### config.mk
export PLATFORM = sky130hd
export DESIGN_NAME = wrCombineTimer
export DESIGN_NICKNAME = d
export VERILOG_FILES = /design/src/rtl/wrCombinePkg.sv /design/src/rtl/wrCombineDatapath.sv /design/src/rtl/wrCombineCtrl.sv /design/src/rtl/wrCombineTimer.sv
export SDC_FILE = /design/constraint.sdc
export NUM_CORES = 1
export LEC_CHECK = 0
export ABC_AREA = 0
export BUFFER_PORTS_ARGS = -buffer_cell sky130_fd_sc_hd__buf_4
export CORE_UTILIZATION = 45
export DETAILED_ROUTE_END_ITERATION = 8
export HOLD_SLACK_MARGIN = 0.12
export PLACE_DENSITY = 0.67
export SLEW_MARGIN = 20
export SYNTH_ARGS = -nofsm -noshare
export SYNTH_HDL_FRONTEND = slang
export SYNTH_HIERARCHICAL = 1
export SYNTH_SLANG_ARGS = --single-unit
### constraint.sdc
create_clock -name clk -period 7.37 [get_ports clk]
set_input_delay 0.3685 -clock clk [delete_from_list [all_inputs] [get_ports clk]]
set_output_delay 0.3685 -clock clk [all_outputs]
set_load 0.02 [all_outputs]
### src/rtl/wrCombinePkg.sv
package wrCombinePkg;

  // Strobes the control sends to the counter datapath; at most one is set.
  typedef struct packed {
    logic clrCount;   // drop count to zero (burst released)
    logic loadCount;  // restart count from reload value
    logic pullDown;   // jump count down to the newly written value
    logic decCount;   // one clock elapsed with the burst held
  } cntStrobe_t;

endpackage

### src/rtl/wrCombineDatapath.sv
module wrCombineDatapath
  import wrCombinePkg::*;
#(
  parameter int TIMER_W      = 8,
  parameter int RESET_RELOAD = 8
) (
  input  logic               clk,
  input  logic               rstN,
  input  cntStrobe_t         strobe,
  input  logic [TIMER_W-1:0] reloadData,
  input  logic               reloadWrite,
  output logic [TIMER_W-1:0] countVal,
  output logic               countZero,
  output logic               newBelow
);

  localparam logic [TIMER_W-1:0] RELOAD_INIT = TIMER_W'(RESET_RELOAD);
  localparam logic [TIMER_W-1:0] ONE         = TIMER_W'(1);

  logic [TIMER_W-1:0] reloadReg;
  logic [TIMER_W-1:0] countQ;

  always_ff @(posedge clk) begin
    if (!rstN) begin
      reloadReg <= RELOAD_INIT;
    end else if (reloadWrite) begin
      reloadReg <= reloadData;
    end
  end

  always_ff @(posedge clk) begin
    if (!rstN) begin
      countQ <= '0;
    end else if (strobe.clrCount) begin
      countQ <= '0;
    end else if (strobe.loadCount) begin
      countQ <= reloadReg;
    end else if (strobe.pullDown) begin
      countQ <= reloadData;
    end else if (strobe.decCount) begin
      countQ <= countQ - ONE;
    end
  end

  assign countVal  = countQ;
  assign countZero = (countQ == '0);
  assign newBelow  = (reloadData < countQ);

endmodule

### src/rtl/wrCombineCtrl.sv
module wrCombineCtrl
  import wrCombinePkg::*;
(
  input  logic       clk,
  input  logic       rstN,
  input  logic       beatStored,
  input  logic       beatSeq,
  input  logic       burstFull,
  input  logic       reloadWrite,
  input  logic       combineDisable,
  input  logic       countZero,
  input  logic       newBelow,
  output cntStrobe_t strobe,
  output logic       flushReq,
  output logic       partialHeld
);

  logic heldQ, heldNext;
  logic flushQ, flushNext;

  always_comb begin
    strobe    = '0;
    flushNext = 1'b0;
    heldNext  = heldQ;
    if (combineDisable) begin
      // single-beat mode: anything arriving or still held goes out now
      flushNext       = beatStored | heldQ;
      heldNext        = 1'b0;
      strobe.clrCount = 1'b1;
    end else if (beatStored && burstFull) begin
      flushNext       = 1'b1;
      heldNext        = 1'b0;
      strobe.clrCount = 1'b1;
    end else if (beatStored) begin
      // a break in sequence drains the old partial burst first
      flushNext        = heldQ & ~beatSeq;
      heldNext         = 1'b1;
      strobe.loadCount = 1'b1;
    end else if (heldQ) begin
      if (countZero) begin
        flushNext       = 1'b1;
        heldNext        = 1'b0;
        strobe.clrCount = 1'b1;
      end else if (reloadWrite && newBelow) begin
        strobe.pullDown = 1'b1;
      end else begin
        strobe.decCount = 1'b1;
      end
    end
  end

  always_ff @(posedge clk) begin
    if (!rstN) begin
      heldQ  <= 1'b0;
      flushQ <= 1'b0;
    end else begin
      heldQ  <= heldNext;
      flushQ <= flushNext;
    end
  end

  assign flushReq    = flushQ;
  assign partialHeld = heldQ;

endmodule

### src/rtl/wrCombineTimer.sv
module wrCombineTimer
  import wrCombinePkg::*;
#(
  parameter int TIMER_W      = 8,
  parameter int RESET_RELOAD = 8
) (
  input  logic               clk,
  input  logic               rstN,
  input  logic               beatStored,
  input  logic               beatSeq,
  input  logic               burstFull,
  input  logic [TIMER_W-1:0] reloadData,
  input  logic               reloadWrite,
  input  logic               combineDisable,
  output logic               flushReq,
  output logic               singleBeatMode,
  output logic [TIMER_W-1:0] timerValue
);

  cntStrobe_t strobe;
  logic       countZero;
  logic       newBelow;
  logic       partialHeld;

  wrCombineCtrl uCtrl (
    .clk            (clk),
    .rstN           (rstN),
    .beatStored     (beatStored),
    .beatSeq        (beatSeq),
    .burstFull      (burstFull),
    .reloadWrite    (reloadWrite),
    .combineDisable (combineDisable),
    .countZero      (countZero),
    .newBelow       (newBelow),
    .strobe         (strobe),
    .flushReq       (flushReq),
    .partialHeld    (partialHeld)
  );

  wrCombineDatapath #(
    .TIMER_W      (TIMER_W),
    .RESET_RELOAD (RESET_RELOAD)
  ) uData (
    .clk         (clk),
    .rstN        (rstN),
    .strobe      (strobe),
    .reloadData  (reloadData),
    .reloadWrite (reloadWrite),
    .countVal    (timerValue),
    .countZero   (countZero),
    .newBelow    (newBelow)
  );

  assign singleBeatMode = combineDisable;

endmodule

==> summary.txt <==
Pwr
  – Leak: 0.580 nW
  – Total chip power: 0.186 mW
  – Power per standard cell area: 134 mW/mm^2
  – Max VDD drop: 0.100 mV

Timing
  – Final Slew Violations: 0
  – Worst Tran Pin Value: 0.966 ns
  – Final Hold Violating Endpoints: 0
  – Max Clock Freq: 0.335 GHz
  – Worst clock skew: 0.00119 ns
  – Setup TNS: 0 ns
  – Period minus WS final: 2.99 ns
  – Max_slew headroom: 0.354
  – Final worst-path cycle share: 0.405
  – Final-report setup violation count: 0
  – RSZ-0062 raised after global routing: false

Cells and area
  – Ant. Diodes: 0
  – Final net count: 183
  – Commonest non-fill, non-tap cell in the layout: buf_4
  – Storage cell area: 360 sq um
  – Area of the multi-input gates: 739 sq um
  – Fin util: 0.559
  – Fill cells: 249
  – Most frequent cells in the layout: buf_4, dfxtp_1, nor2b_1, a21oi_1, inv_1
  – Area growth syn-to-layout: 17.9%
  – Final Non-Filler Cells: 187
  – Fraction of layout cells with a size suffix above 1: 0.197

Route
  – # DRC: 0
  – WL/cell: 13.9 um
  – Remaining antenna violation count: 0
  – Via count: 1,074
  – Router iterations before antenna repair: 4
  – Final WL: 2610 um
  – DR vias/cell: 5.74
  – DR iter-0 viols: 32

Yosys
  – Yosys warns: 6
  – Yosys top cell by area: dfxtp_1
  – Asr flop ratio synth: 0
  – Top-area cell type share of the netlist area: 0.307
  – Seq/Total Area, Yosys: 0.307
  – Syn avg cell area: 8.64 sq um
  – Post-synth EDFFs: 0
  – Cells after Synth: 136
  – Ys flop type: dfxtp_1
  – Mapped Nets: 160
  – Netlist Area Pre-Place: 0.00117 sq mm
  – Yosys reg bits: 18
  – Synth cell types: 33
  – Top area cells in the synthesized netlist: dfxtp_1, ha_1, nor2b_1, mux2i_1, a21oi_1

Critical path
  – CP delay by family, top: compound AO/OA/AOI/OAI gates
  – Crit path DAT: 3.19 ns
  – Worst Setup End Kind: flip-flop
  – Crit path buf inv count: 1
  – Worst EP required: 7.57 ns
  – CP dominant cell by count: a31oi_1
  – Crit-path slowest cell: nor2_1
  – Crit Path Max Fanout: 17
  – Startpoint types: flip-flop
  – CP Cell Sequence: inv_1 > ha_1 > a21o_1 > a31oi_1 > o21ai_1 > a31oi_1 > nand2_1 > nor2_1 > a21oi_1 > o31a_1 > o32ai_1
  – Reg2Reg Setup Slack: 4.38 ns
  – Setup Crit Path Kind: reg2reg
  – Worst path max stage delay: 0.75 ns

Global route
  – Initial antenna violation count: 0
  – Largest net degree at the start of global routing: 19
  – Total track usage: 0.211
  – Vias in the first global route: 994
  – First-pass GRT wire length: 4320 um
  – Grt total ovfl: 0

Clock tree
  – Post-CTS Setup Bufs: 0
  – Hold-fix buffers at CTS: 0
  – CTS Root Cell: clkbuf_4
  – CTS tree: yes
  – Post-CTS Resized: 0
  – CTS buffer count: 3
  – Clock Path Buffers: 2
  – Clk_lat worst skew: 0.29 ns
  – CTS clock-pin slew for the worst setup and hold paths: 0.10 ns
  – H-Tree Level Count: 1
  – Num Clock Sinks: 18

Outcome
  – Status: complete, no violations

Die
  – Die W: 53.1 um
  – Row count: 18
  – Die area: 0.00282 sq mm
  – Die span in y: 53.1 um
  – Ports: 25
  – Initial Util: 0.474
  – Core area: 0.00248 sq mm

Placement
  – Port bufs: 24
  – GPL Wtd Cong: 0.787
  – Post-DP HPWL: 1900 um
  – Placed Instances: 184

Flow run
  – Max cap viols: 0

Worst hold path
  – Hold Path Class: in2reg
[flip-flops by register name, summed over array words and instances, names as in the netlist]
name and cells:
uCtrl/flushReq 1, uCtrl/partialHeld 1, uData/countVal 8, uData/reloadReg 8
[area by class of cell]
class                   count  share of cell area
well taps                  30              0.0271
repair buffers             25               0.136
clock buffers               3              0.0163
multi-input cells         101               0.534
flip-flops and latches     18               0.260
inverters                  10              0.0271
[cells in the mapped netlist, drive strengths merged (2+ instances only)]
cell,n
a211oi,2
a21o,3
a21oi,12
a31oi,2
buf,2
clkbuf,5
dfxtp,18
ha,9
inv,10
mux2i,8
nand2,7
nand2b,3
nand3,2
nor2,3
nor2b,14
nor3,3
nor3b,2
o21ai,6
o22ai,3
o31a,3
o32ai,3
or3b,2
or4b,2
xnor2,6
[stage by stage]
| step | setup WS (ns) | cell area (sq um) | hold slack (ns) |
|---|---|---|---|
| floorplan | 4.71 | 1170 | 0.428 |
| global placement | 4.54 | 1360 | 0.439 |
| detailed placement | 4.44 | 1360 | 0.457 |
| CTS | 4.41 | 1390 | 0.255 |
| global route | 4.06 | 1390 | 0.245 |
| finish | 4.38 | 1390 | 0.262 |
[final timing paths]
kind / cells past startpoint / end / from
setup / recovery: 11 / uData/countVal[7] / uData/countVal[2]
hold / removal: 2 / uCtrl/flushReq / beatSeq
setup reg to reg: 11 / uData/countVal[7] / uData/countVal[2]
hold reg to reg: 2 / uData/countVal[0] / uData/reloadReg[0]
[cells by family after synthesis]
logic type | count (synthesis) | synth area share
and+or+nand+nor | 41 | 0.214
adders and majority gates | 9 | 0.0958
AOI/OAI and AO/OA | 36 | 0.199
xor gates and xnor gates | 7 | 0.0522
buffers and inverters | 17 | 0.0639
DFF | 18 | 0.307
muxes | 8 | 0.0682
[where the power goes]
group | leakage [nW] | internal [mW] | switching (mW)
clock network | 0.0138 | 0.0190 | 0.0296
registers | 0.147 | 0.101 | 0.00203
logic | 0.420 | 0.0175 | 0.0173
total | 0.580 | 0.137 | 0.0490
[metal layers]
layer / vias up / wire [um] / GRT usage
met5: - / 0 / 0
met4: 0 / 31 / 0.0789
met3: 4 / 188 / 0.0345
met2: 46 / 1230 / 0.348
met1: 495 / 1160 / 0.272
li1: 529 / - / -
No activity file was read; power rests on OpenSTA's default activity.
